[config.mk]
export PLATFORM = sky130hd
export DESIGN_NAME = tick_prescale_ctl
export DESIGN_NICKNAME = d
export VERILOG_FILES = /design/src/rtl/pscl_pkg.sv /design/src/rtl/pscl_cfg_regs.sv /design/src/rtl/pscl_tick_gen.sv /design/src/rtl/tick_prescale_ctl.sv
export SDC_FILE = /design/constraint.sdc
export NUM_CORES = 1
export LEC_CHECK = 0
export CORE_MARGIN = 2
export CORE_UTILIZATION = 43
export DETAILED_ROUTE_END_ITERATION = 7
export HOLD_SLACK_MARGIN = 0.15
export PLACE_DENSITY_LB_ADDON = 0.2
export RECOVER_POWER = 50
export SLEW_MARGIN = 20
export SYNTH_ARGS = -nofsm -noshare
export SYNTH_HDL_FRONTEND = slang
export SYNTH_HIERARCHICAL = 1
export SYNTH_SLANG_ARGS = --single-unit
[constraint.sdc]
create_clock -name clk -period 2.7 [get_ports clk]
set_input_delay 0.54 -clock clk [delete_from_list [all_inputs] [get_ports clk]]
set_output_delay 0.54 -clock clk [all_outputs]
set_load 0.02 [all_outputs]
[src/rtl/pscl_pkg.sv]
package pscl_pkg;

   // Kind of register update resolved from the bus-side controls.
   typedef enum logic [1:0] {
      WR_NONE    = 2'd0,
      WR_NORMAL  = 2'd1,
      WR_SPECIAL = 2'd2
   } wr_kind_e;

   localparam int DIV_W_MIN = 1;
   localparam int DIV_W_MAX = 16;

endpackage

[src/rtl/pscl_cfg_regs.sv]
module pscl_cfg_regs
   import pscl_pkg::*;
#(
   parameter int DIV_W = 6,
   localparam int REG_W = DIV_W + 2
) (
   input  logic             clk,
   input  logic             rst_n,
   input  logic             sel,
   input  logic             wr_en,
   input  logic [REG_W-1:0] wr_data,
   input  logic             special_mode,
   input  logic             cmd_busy,
   output logic             loaded,
   output logic             lock,
   output logic [DIV_W-1:0] div
);

   wr_kind_e kind;

   // The busy input masks the whole write, including the loaded flag.
   always_comb begin
      if (!(sel && wr_en) || cmd_busy) kind = WR_NONE;
      else if (special_mode)           kind = WR_SPECIAL;
      else                             kind = WR_NORMAL;
   end

   always_ff @(posedge clk or negedge rst_n) begin
      if (!rst_n) begin
         loaded <= 1'b0;
         lock   <= 1'b0;
         div    <= '0;
      end else begin
         case (kind)
            WR_NORMAL: begin
               loaded <= 1'b1;
               lock   <= lock | wr_data[DIV_W];
               if (!lock) div <= wr_data[DIV_W-1:0];
            end
            WR_SPECIAL: begin
               loaded <= 1'b1;
               lock   <= wr_data[DIV_W];
               div    <= wr_data[DIV_W-1:0];
            end
            default: ;
         endcase
      end
   end

   // Bit REG_W-1 of the write data never reaches a register.
   logic unused_top;
   assign unused_top = wr_data[REG_W-1];

endmodule

[src/rtl/pscl_tick_gen.sv]
module pscl_tick_gen #(
   parameter int DIV_W    = 6,
   parameter bit REG_TICK = 1'b0
) (
   input  logic             clk,
   input  logic             rst_n,
   input  logic             run,
   input  logic [DIV_W-1:0] div,
   output logic             tick
);

   logic [DIV_W-1:0] cnt;
   logic             expire;

   assign expire = run && (cnt == '0);

   // The divider is sampled only at reload, so a period in progress is never cut short.
   always_ff @(posedge clk or negedge rst_n) begin
      if (!rst_n)      cnt <= '0;
      else if (!run)   cnt <= '0;
      else if (expire) cnt <= div;
      else             cnt <= cnt - 1'b1;
   end

   generate
      if (REG_TICK) begin : g_reg_tick
         logic tick_q;
         always_ff @(posedge clk or negedge rst_n) begin
            if (!rst_n) tick_q <= 1'b0;
            else        tick_q <= expire;
         end
         assign tick = tick_q;
      end else begin : g_comb_tick
         assign tick = expire;
      end
   endgenerate

endmodule

[src/rtl/tick_prescale_ctl.sv]
module tick_prescale_ctl
   import pscl_pkg::*;
#(
   parameter int DIV_W    = 6,
   parameter bit REG_TICK = 1'b0,
   localparam int REG_W   = DIV_W + 2
) (
   input  logic             clk,
   input  logic             rst_n,
   input  logic             sel,
   input  logic             wr_en,
   input  logic [REG_W-1:0] wr_data,
   input  logic             special_mode,
   input  logic             cmd_busy,
   output logic [REG_W-1:0] rd_data,
   output logic             tick
);

   generate
      if (DIV_W < DIV_W_MIN || DIV_W > DIV_W_MAX) begin : g_bad_width
         $error("tick_prescale_ctl: DIV_W out of supported range");
      end
   endgenerate

   logic             loaded;
   logic             lock;
   logic [DIV_W-1:0] div;

   pscl_cfg_regs #(.DIV_W(DIV_W)) u_regs (
      .clk          (clk),
      .rst_n        (rst_n),
      .sel          (sel),
      .wr_en        (wr_en),
      .wr_data      (wr_data),
      .special_mode (special_mode),
      .cmd_busy     (cmd_busy),
      .loaded       (loaded),
      .lock         (lock),
      .div          (div)
   );

   pscl_tick_gen #(.DIV_W(DIV_W), .REG_TICK(REG_TICK)) u_gen (
      .clk   (clk),
      .rst_n (rst_n),
      .run   (loaded),
      .div   (div),
      .tick  (tick)
   );

   assign rd_data = {loaded, lock, div};

endmodule

; After elaboration in Yosys (flattened, before gate mapping)
; Index checks and enable logic that the tools add are counted.
[totals]
inputBits = 14
word_cells = 24
ff_bits = 14
output_inout_bits = 9
[op_classes]
n_reduce_logical = 8
n_bitwise = 1
eq_ne = 3
mux = 7
n_addsub = 1
[op_table]
columns = cell, n
row1 = 2-to-1 mux 6 bit, 3
row2 = one-hot mux 6 bit (2 select lines), 1
row3 = zero test 6 bit, 1
row4 = subtractor 6 x 1 -> 6 bit (second input constant), 1
row5 = 2-to-1 mux 2 bit, 2
row6 = equality test 2 x 1 -> 1 bit (second input constant), 1
row7 = equality test 2 bit (second input constant), 1
row8 = logical AND 1 bit, 2
row9 = inequality test 2 bit (second input constant), 1
row10 = one-hot mux 1 bit (2 select lines), 1
row11 = AND reduction 2 bit, 1
row12 = nonzero test 2 bit, 1
row13 = OR reduction 2 bit, 1
row14 = zero test 1 bit, 1
row15 = logical OR 1 bit, 1
row16 = OR 1 bit, 1

; Longest topological paths before layout
; Gate-level depths: netlist of the first run.
[logic_depth]
word_depth = 7
mapped_depth = 6
ltp_nobuf = 5

; Modules after synthesis
; Netlist of the first run, hierarchy kept.
[by_module_without_submodules]
columns = module, area_each_um2, instances, seq_area_each_um2, cells_per_inst
row1 = pscl_tick_gen, 350.3, 1, 150.1, 31
row2 = pscl_cfg_regs, 337.8, 1, 200.2, 21
row3 = tick_prescale_ctl, 15.0, 1, 0.0, 2

; Least setup slack after synthesis of the first run
; No wires, ideal clock.
[synth_timing]
path_type = flip-flop to output port
startpoint = reg u_gen.cnt[0]
endpoint = out tick
stages_incl_launch_ff = 7
slack_ns = 0.382
path_buffers = 1
arrival_ns = 1.778
t_required_ns = 2.160
path_cell_list = dfrtp_1 > inv_1 > ha_1 > or3b_4 > or4b_4 > buf_6 > inv_1
[synth_via]
elab_chain_cells = 2
[synth_rtl]
columns = item, line
row1 = from (decl), pscl_tick_gen.sv:12  ; logic [DIV_W-1:0] cnt;
row2 = from (signal assigned), pscl_tick_gen.sv:21  ; else if (expire) cnt <= div;
row3 = from (signal assigned), pscl_tick_gen.sv:22  ; else cnt <= cnt - 1'b1;
row4 = zero test 6 bit, pscl_tick_gen.sv:15  ; assign expire = run && (cnt == '0);
row5 = logical AND 1 bit, pscl_tick_gen.sv:15
row6 = to (decl), tick_prescale_ctl.sv:16  ; output logic tick
; Every way passes these cells.

; Worst setup path after layout of the first run
[layout_timing]
startpoint = reg u_gen.cnt[1]
endpoint = out tick
; The elaborated chain is that of the path after synthesis.

==> key figures, run 1 <==
Routing
  – TritonRoute pass-1 iters: 3
  – Initial DRC Count: 4
  – DRC viols: 0
  – Detail-routed via count per cell: ~5.2
  – Vias: 500
  – Wire length per cell: 13.7 um
  – DRT antenna net count: 0
  – Routed wire length: about 1300 um

Timing
  – Fmax: 0.392 GHz
  – Slew of the pin with the lowest slew margin: 0.662 ns
  – Final period util: 94.5%
  – Slew Viols, Final: 0
  – Unrepaired setup endpoints after global routing: no
  – Clk_skew: 0.00566 ns
  – Min cycle time layout: between 2 and 3 ns
  – Worst slew margin: 55.9%
  – Final setup viols: 0
  – Hold Vio Cnt, Final: 0
  – Setup TNS: 0 ns

Final layout
  – Design area: between 900 and 1000 um^2
  – Layout cells sized above 1: 27.2%
  – Area growth syn-to-layout: 35.4%
  – Final core utilization: 62.5%
  – Nets: 97
  – Diode count: 0

Place
  – DP Area: 945 um^2
  – Placer's final routability congestion estimate: 0.772
  – PortBufs: 21
  – HPWL Detailed: 1000 um

Synth
  – Sequential share of the synthesized area: between 40 and 50%
  – FF+latch count, synth: 14
  – Yosys warnings: 6
  – Largest area contributor in the netlist: dfrtp_1
  – Largest cells by area after synthesis: dfrtp_1, mux2_2, mux2_4
  – Syn Area/Cell: 13.0 um^2
  – Mapped Nets: 69
  – Synth top area share: 49.8%
  – Most common cell in the netlist: dfrtp_1
  – Synth Cell Area: 703 um^2
  – Async SR Flop Fraction: 100%
  – Top post-synthesis cells by count: dfrtp_1, mux2_2, inv_1
  – Number of enable flip-flop cells after synthesis: 0
  – Primary FF master, synth: dfrtp_1
  – Syn Inst Count: 54
  – Yosys cell types: 27

Setup path
  – Slowest stage delay, CP: 0.52 ns
  – Critical-path maximum fanout: 3
  – CP required: 2.16 ns
  – Crit path arrival time: 2.01 ns
  – WS Path Type: register to output pin
  – Setup crit start kind: register
  – Most used cell, CP: inv_1
  – Crit end category: output pin
  – Crit path max-delay cell type: or4b_4
  – Crit-path cells: inv_1, ha_1, or3b_4, or4b_4, inv_1, buf_2

CTS
  – CTS root buf: clkbuf_4
  – Htree depth: 1
  – Number of buffers created by CTS: 3
  – Post-CTS setup buffers: 0
  – Clock latency at the later pin of the worst-skew pair: 0.28 ns
  – Clock transition at the registers of the reported paths: roughly 0.09 ns
  – Clk sinks: 14
  – CTS tree: done
  – Longest Clk Path Bufs: 2

Power
  – VDD IR max: 0.576 mV
  – Power Internal: 0.000577 W
  – Clock network power share: 17.8%
  – Sw Share: 32.2%
  – Sequential share of power: 40.6%
  – PwrDens: 894 nW/um^2
  – Comb pwr share: 41.6%
  – Leakage power: 0.434 nW
  – P_sw: 0.000274 W

Status
  – Status: finished, final reports clean

Floorplanning
  – Die width: 44.4 um
  – Initial Utilization: 46.1%
  – Number of top-level pins: 23
  – Row cnt: 14
  – Core area: approximately 1500 um^2
  – Die Y: 44.4 um
  – Area of the die: 1970 um^2

Job
  – Max-cap viol count: 0

GRT
  – Congestion Overflow GR: 0
  – Number of antenna violations at the first check in global routing: 0
  – Vias in the first global route: 500
  – Largest net degree at the start of global routing: 15
  – First-pass GRT wire length: 2240 um
  – Total track usage: 16.4%

Worst hold path
  – Hold Path Class: register to register
==> power groups by stage <==
stage / clock network [W] / logic (W) / registers [W]
after CTS: 0.000159 / 0.000363 / 0.000347
after detailed placement: 0 / 0.000364 / 0.000349
after global placement: 0 / 0.000354 / 0.000347
after floorplan: 0 / 0.000205 / 0.000366
after global routing: 0.000167 / 0.000392 / 0.000358
final: 0.000151 / 0.000354 / 0.000346
==> area by class of cell <==
cell class                      instances  area (um^2)
Multi-Input combinational cell         33          288
Inverter                                4         15.0
Fill cell                             125          572
Sequential cell                        14          350
Timing Repair Buffer                   26          243
Clock buffer                            4         36.3
Tap cell                               16         20.0
==> layout by cell type, fill, tap and decap left out <==
cell type / synthesis / final
inv_1: 4 / 4
or4b_4: 1 / 1
buf_2: 0 / 1
and3b_2: 1 / 1
nor2_1: 1 / 1
clkdlybuf4s50_1: 0 / 18
nor2b_1: 2 / 2
a21oi_1: 0 / 1
mux2_2: 6 / 6
o31ai_1: 1 / 1
or3_1: 1 / 1
dlygate4sd3_1: 0 / 2
clkbuf_4: 0 / 3
or2b_1: 1 / 1
xor2_1: 1 / 1
buf_4: 2 / 5
a22o_1: 1 / 1
nand2_1: 2 / 2
or4_1: 1 / 1
or3_2: 1 / 1
or3b_4: 1 / 1
o211a_1: 1 / 1
clkbuf_8: 0 / 1
ha_1: 1 / 1
mux2_4: 2 / 2
o21ai_0: 1 / 1
nand3b_1: 0 / 1
a21boi_0: 1 / 1
o41ai_1: 2 / 2
a31oi_1: 2 / 2
dfrtp_1: 14 / 14
==> critical path, delay by kind of cell (launching register included) <==
family / cells / cell delay [ns]
simple gates: 2 / 0.90
flops: 1 / 0.40
buf+inv: 3 / 0.28
fa+ha+maj: 1 / 0.14
==> final timing paths <==
kind                                            from                         to  slack, ns  cells past startpoint
max in group asynchronous                      rst_n     u_gen/cnt[2]$_DFF_PN0_       1.58                      1
max                           u_gen/cnt[1]$_DFF_PN0_                       tick       0.15                      6
min reg2reg                u_regs/div[1]$_DFFE_PN0P_     u_gen/cnt[1]$_DFF_PN0_       0.54                      1
min                        u_regs/div[1]$_DFFE_PN0P_     u_gen/cnt[1]$_DFF_PN0_       0.54                      1
min in group asynchronous                      rst_n  u_regs/div[3]$_DFFE_PN0P_       0.71                      1
max reg2reg                   u_gen/cnt[1]$_DFF_PN0_     u_gen/cnt[0]$_DFF_PN0_       0.61                      6
==> per-stage QoR <==
stage	setup slack [ns]	cells	total power [W]	hold slack (ns)
after floorplan	0.382	54	0.000571	0.244
after global placement	0.0146	93	0.000701	0.513
after detailed placement	0.00974	93	0.000713	0.525
after CTS	0.0219	97	0.000869	0.547
after global routing	0.0515	97	0.000916	0.573
final	0.148	97	0.000851	0.541
==> flip-flops by register name, summed over array words and instances, names as in the netlist <==
| register | flops |
|---|---|
| u_gen/cnt | 6 |
| u_regs/div | 6 |
| u_regs/loaded | 1 |
| u_regs/lock | 1 |
==> per-layer routing <==
metal,up-vias,global-route usage [%],routed length [um]
met2,13,25.9,652
met4,0,7.27,19
met1,238,19.0,582
met5,-,0,0
met3,2,7.76,73
li1,247,-,-
==> what timing repair did <==
item / CTS / global route
endpoints found under the hold margin: 0 / 0
hold buffers: 0 / 0
endpoints found under the setup margin: 1 / 1
gates resized for setup: 3 / 1
==> logic make-up (layout without fill, tap and decap cells) <==
logic type	count (synthesis)	after routing	synth area share (%)
fa+ha+maj	1	1	1.78
xor+xnor	1	1	1.25
mux	8	8	13.9
buf+inv	7	34	5.87
simple gates	13	13	15.3
flops	14	14	49.8
compound gates	10	10	12.1
(Power assumes the default switching activity.)
==> run 2, diff against run 1 <==
GPL_TIMING_DRIVEN = 1   (was unset)
REMOVE_ABC_BUFFERS = 1   (was unset)
==> run 2 against run 1 <==
Effect of this change: final cell count rose by 1.0%; design area up 0.66%; count of clock-buffer cells in the layout is the same; routed wire length grew 2.2%; core utilization is 0.41 points higher.
==> key figures, run 2 (same netlist as run 1, synthesis figures left out) <==
Setup path
  – Reg-to-reg setup timing slack: roughly 0.62 ns
  – Worst reg2reg path depth: 6
  – WS Path Type: register to output pin
  – Launch point of the worst path: u_gen/cnt[0]$_DFF_PN0_
  – Worst r2r dst: u_gen/cnt[1]$_DFF_PN0_
  – Worst R2R Start: u_gen/cnt[0]$_DFF_PN0_
  – Critical-path maximum fanout: 2
  – Crit end category: output pin
  – Worst setup path end: tick
  – Crit path arrival time: 2.01 ns
  – CP required: ~2.2 ns
  – Setup crit start kind: register

Final layout
  – Most frequent cells in the layout: clkdlybuf4s50_1, dfrtp_1, buf_4, mux2_2, inv_1
  – Most common cell after layout, fill and taps aside: clkdlybuf4s50_1
  – Nets: slightly below 100
  – Design area: between 900 and 1000 um^2
  – Layout cells sized above 1: between 20% and 30%
  – Biggest regs: u_gen/cnt (6), u_regs/div (6)
  – Diode count: 0
  – Final Non-Filler Cells: 98
  – Area growth syn-to-layout: 36.3%

GRT
  – Largest net degree at the start of global routing: 15
  – Congestion Overflow GR: 0
  – Vias in the first global route: about 520
  – Total track usage: 16.8%
  – Number of antenna violations at the first check in global routing: 0
  – First-pass GRT wire length: 2300 um

Timing
  – Hold_ws: ~0.54 ns
  – Min cycle time layout: between 2 and 3 ns
  – Fmax: between 0.3 and 0.4 GHz
  – Slew Viols, Final: 0
  – Hold Vio Cnt, Final: 0
  – Slew of the pin with the lowest slew margin: 0.658 ns
  – Final setup viols: 0
  – Clk_skew: just over 0.001 ns
  – Worst slew margin: 56.1%
  – Setup TNS: 0 ns
  – Final period util: 94.4%
  – Unrepaired setup endpoints after global routing: no

Place
  – HPWL Detailed: 1060 um
  – Placer's final routability congestion estimate: roughly 0.74
  – Placed insts: 94
  – DP Area: ~950 um^2
  – PortBufs: 21

Status
  – Status: finished, final reports clean

Power
  – PwrDens: 901 nW/um^2
  – VDD IR max: 0.449 mV
  – Leakage power: 0.440 nW

CTS
  – Clk sinks: 14
  – Htree depth: 1
  – Number of buffers created by CTS: 3
  – Clock latency at the later pin of the worst-skew pair: 0.28 ns
  – Clock transition at the registers of the reported paths: 0.09 ns
  – CTS tree: done
  – Post-CTS setup buffers: 0
  – CTS root buf: clkbuf_4
  – Longest Clk Path Bufs: 2

Floorplanning
  – Number of top-level pins: 23
  – Area of the die: 1970 um^2
  – Die Y: 44.4 um
  – Die width: 44.4 um
  – Initial Utilization: between 40 and 50%
  – Core area: approximately 1500 um^2
  – Row cnt: 14

Job
  – Max-cap viol count: 0

Routing
  – Detail-routed via count per cell: 5.07
  – DRT antenna net count: 0
  – Routed wire length: between 1000 and 1500 um
  – TritonRoute pass-1 iters: 4
  – DRC viols: 0
  – Initial DRC Count: 8
  – Wire length per cell: 13.8 um
  – Vias: slightly below 500

Worst hold path
  – Hold Path Class: register to register
==> run 2: cell count changes in the layout (fill, tap and decap cells not counted) <==
cell / previous run / this run
and3b_1: 0 / 1
and3b_2: 1 / 0
buf_4: 5 / 6
==> run 2: per-stage QoR <==
step                      worst slack, ns  total power (W)  util [%]
after global routing               0.0822         0.000924      62.9
after detailed placement           0.0141         0.000728      62.5
final                               0.150         0.000863      62.9
after CTS                          0.0249         0.000884      64.9
after floorplan                     0.440         0.000559         -
after global placement             0.0125         0.000713      62.5
==> run 2: timing repair <==
item,CTS,global route
hold buffers,0,0
resized for setup,3,1
endpoints found under the setup margin,1,1
cloned,0,0
==> run 2: how the worst min path moves through the flow <==
| stage | from | slack, ns | to | cells past startpoint |
|---|---|---|---|---|
| 3_3_place_gp | u_regs/div[1]$_DFFE_PN0P_ | 0.51 | u_gen/cnt[1]$_DFF_PN0_ | 1 |
| 2_1_floorplan | rst_n | 0.24 | u_gen/cnt[0]$_DFF_PN0_ | 0 |
| 3_5_place_dp | u_regs/div[0]$_DFFE_PN0P_ | 0.52 | u_gen/cnt[0]$_DFF_PN0_ | 1 |
| 4_1_cts | u_regs/div[0]$_DFFE_PN0P_ | 0.54 | u_gen/cnt[0]$_DFF_PN0_ | 1 |
| 5_1_grt | u_regs/div[3]$_DFFE_PN0P_ | 0.57 | u_regs/div[3]$_DFFE_PN0P_ | 1 |
| 6_report | u_regs/div[0]$_DFFE_PN0P_ | 0.54 | u_gen/cnt[0]$_DFF_PN0_ | 1 |
==> run 2: power by group <==
part	internal, W	switching, W	total, W	leakage [nW]
sequential	0.000281	0.0000620	0.000343	0.165
clock	0.0000820	0.0000707	0.000153	0.0210
combinational	0.000222	0.000145	0.000367	0.254
total	0.000586	0.000277	0.000863	0.440
==> run 2: area by class of cell <==
cell class	count	area (um^2)
flip-flops and latches	14	350
well taps	16	20.0
fillers	128	566
multi-input cells	33	287
clock buffers	4	36.3
repair buffers	27	250
inverters	4	15.0
==> run 2: metal layers <==
layer  GRT usage (%)  wire, um  up-vias
met2            27.6       688       11
li1                -         -      250
met3            1.22        39        2
met5               0         0        -
met4            12.7        19        0
met1            20.3       609      234
==> run 2: worst max-delay path: stages (launching register included) <==
cell and delay, ns:
dfrtp_1 0.39, inv_1 0.06, ha_1 0.15, or3b_4 0.38, or4b_4 0.52, inv_1 0.07, buf_2 0.15
==> run 3, diff against run 2 <==
CORE_UTILIZATION = 40   (was 43)
==> run 3 against run 2 <==
Effect of this change: power hardly changed; critical path depth stayed put; die area rose by 6.8%; sequential cell count stayed put; first-iteration DRC count did not move; clock skew grew 0.0014 ns; via count up 2.2%; clock power about the same; design area increased by 0.26%; combinational power hardly changed; count of clock-buffer cells in the layout is the same; maximum frequency up 0.41%.
==> key figures, run 3 (same netlist as run 1, synthesis figures left out) <==
Floorplanning
  – Number of top-level pins: 23
  – Area of the die: approximately 2100 um^2
  – Core area: 1690 um^2
  – Die Y: 45.9 um
  – Row cnt: 15
  – Initial Utilization: between 40% and 50%
  – Die width: 45.9 um

GRT
  – Number of antenna violations at the first check in global routing: 0
  – Vias in the first global route: 498
  – Total track usage: 15.4%
  – First-pass GRT wire length: 2230 um
  – Congestion Overflow GR: 0
  – Largest net degree at the start of global routing: 15

Final layout
  – Diode count: 0
  – Most common cell after layout, fill and taps aside: clkdlybuf4s50_1
  – Biggest regs: u_gen/cnt (6), u_regs/div (6)
  – Most frequent cells in the layout: clkdlybuf4s50_1, dfrtp_1, buf_4, mux2_2, inv_1
  – Nets: 98
  – Final core utilization: 56.9%
  – Layout cells sized above 1: ~28%
  – Area growth syn-to-layout: 36.7%

Timing
  – Final period util: 94.1%
  – Slew Viols, Final: 0
  – Fmax: 0.394 GHz
  – Hold Vio Cnt, Final: 0
  – Min cycle time layout: 2.54 ns
  – Unrepaired setup endpoints after global routing: no
  – Final setup viols: 0
  – Slew of the pin with the lowest slew margin: approximately 0.63 ns
  – Clk_skew: 0.00246 ns
  – Hold_ws: 0.542 ns
  – Worst slew margin: 57.6%
  – Setup TNS: 0 ns

Setup path
  – Slowest stage delay, CP: 0.52 ns
  – Crit path max-delay cell type: or4b_4
  – WS Path Type: register to output pin
  – Crit path arrival time: 2.00 ns
  – Critical-path maximum fanout: 2
  – WP buf/inv: 3
  – Setup crit start kind: register
  – Critical path's top delay family: simple AND/OR/NAND/NOR gates
  – CP required: 2.16 ns
  – Crit-path cells: inv_1, ha_1, or3b_4, or4b_4, inv_1, clkbuf_2
  – Most used cell, CP: inv_1
  – Crit end category: output pin

Power
  – PwrDens: approximately 900 nW/um^2
  – Total Power: 0.000863 W
  – Leakage power: about 0.44 nW
  – VDD IR max: 0.504 mV

Routing
  – Initial DRC Count: 8
  – Vias: 508
  – DRT antenna net count: 0
  – Met2 WL: 620 um
  – Routed wire length: 1310 um
  – Metal-1 WL: 608 um
  – Met3 Wirelength: ~70 um
  – DR top layer: met4
  – Wire length per cell: 13.2 um
  – TritonRoute pass-1 iters: 2
  – DRC viols: 0
  – Detail-routed via count per cell: slightly above 5

CTS
  – Htree depth: 1
  – Clk sinks: 14
  – Post-CTS setup buffers: 0
  – Longest Clk Path Bufs: 2
  – CTS root buf: clkbuf_4
  – Number of buffers created by CTS: 3
  – CTS tree: done
  – Clock transition at the registers of the reported paths: 0.09 ns
  – Clock latency at the later pin of the worst-skew pair: around 0.27 ns

Place
  – Placer's final routability congestion estimate: 0.670
  – PortBufs: 21
  – HPWL Detailed: 1010 um

Job
  – Max-cap viol count: 0

Worst hold path
  – Hold Path Class: register to register

Status
  – Status: finished, final reports clean
## run 3: where the power goes
part           leakage [nW]  switching (W)  total, W  internal [W]
Combinational         0.253       0.000145  0.000369      0.000224
Sequential            0.165      0.0000630  0.000344      0.000281
Clock                0.0210      0.0000684  0.000150     0.0000819
## run 3: final timing paths
path | start | end | slack, ns | cells past startpoint
max in group asynchronous | rst_n | u_gen/cnt[2]$_DFF_PN0_ | 1.58 | 1
worst max-delay path | u_gen/cnt[1]$_DFF_PN0_ | tick | 0.16 | 6
worst min register to register | u_regs/lock$_DFFE_PN0P_ | u_regs/lock$_DFFE_PN0P_ | 0.54 | 1
min in group asynchronous | rst_n | u_regs/div[1]$_DFFE_PN0P_ | 0.72 | 1
worst min-delay path | u_regs/lock$_DFFE_PN0P_ | u_regs/lock$_DFFE_PN0P_ | 0.54 | 1
worst max register to register | u_gen/cnt[1]$_DFF_PN0_ | u_gen/cnt[0]$_DFF_PN0_ | 0.62 | 6
## run 3: what timing repair did
action	in CTS	in global routing
resized for setup	2	1
setup endpoints to repair	1	1
cloned	0	0
hold buffers	0	0
hold endpoints to repair	0	0
## run 3: layout make-up
cell class / count / area (um^2)
multi-input cells: 33 / 288
flip-flops and latches: 14 / 350
repair buffers: 27 / 250
fillers: 146 / 728
clock buffers: 4 / 36.3
well taps: 17 / 21.3
inverters: 4 / 15.0
## run 3: per-stage QoR
stage / instances / setup slack, ns / cell area (um^2)
final: 99 / 0.160 / 961
after global routing: 99 / 0.0389 / 961
after CTS: 99 / 0.0128 / 990
after detailed placement: 95 / 0.0384 / 953
after global placement: 95 / 0.0300 / 953
after floorplan: 51 / 0.440 / 677
## run 3: per-layer routing
metal | track usage (%) | vias up
met1 | 19.4 | 242
met3 | 5.56 | 2
met5 | 0 | -
li1 | - | 250
met4 | 6.86 | 0
met2 | 23.6 | 14
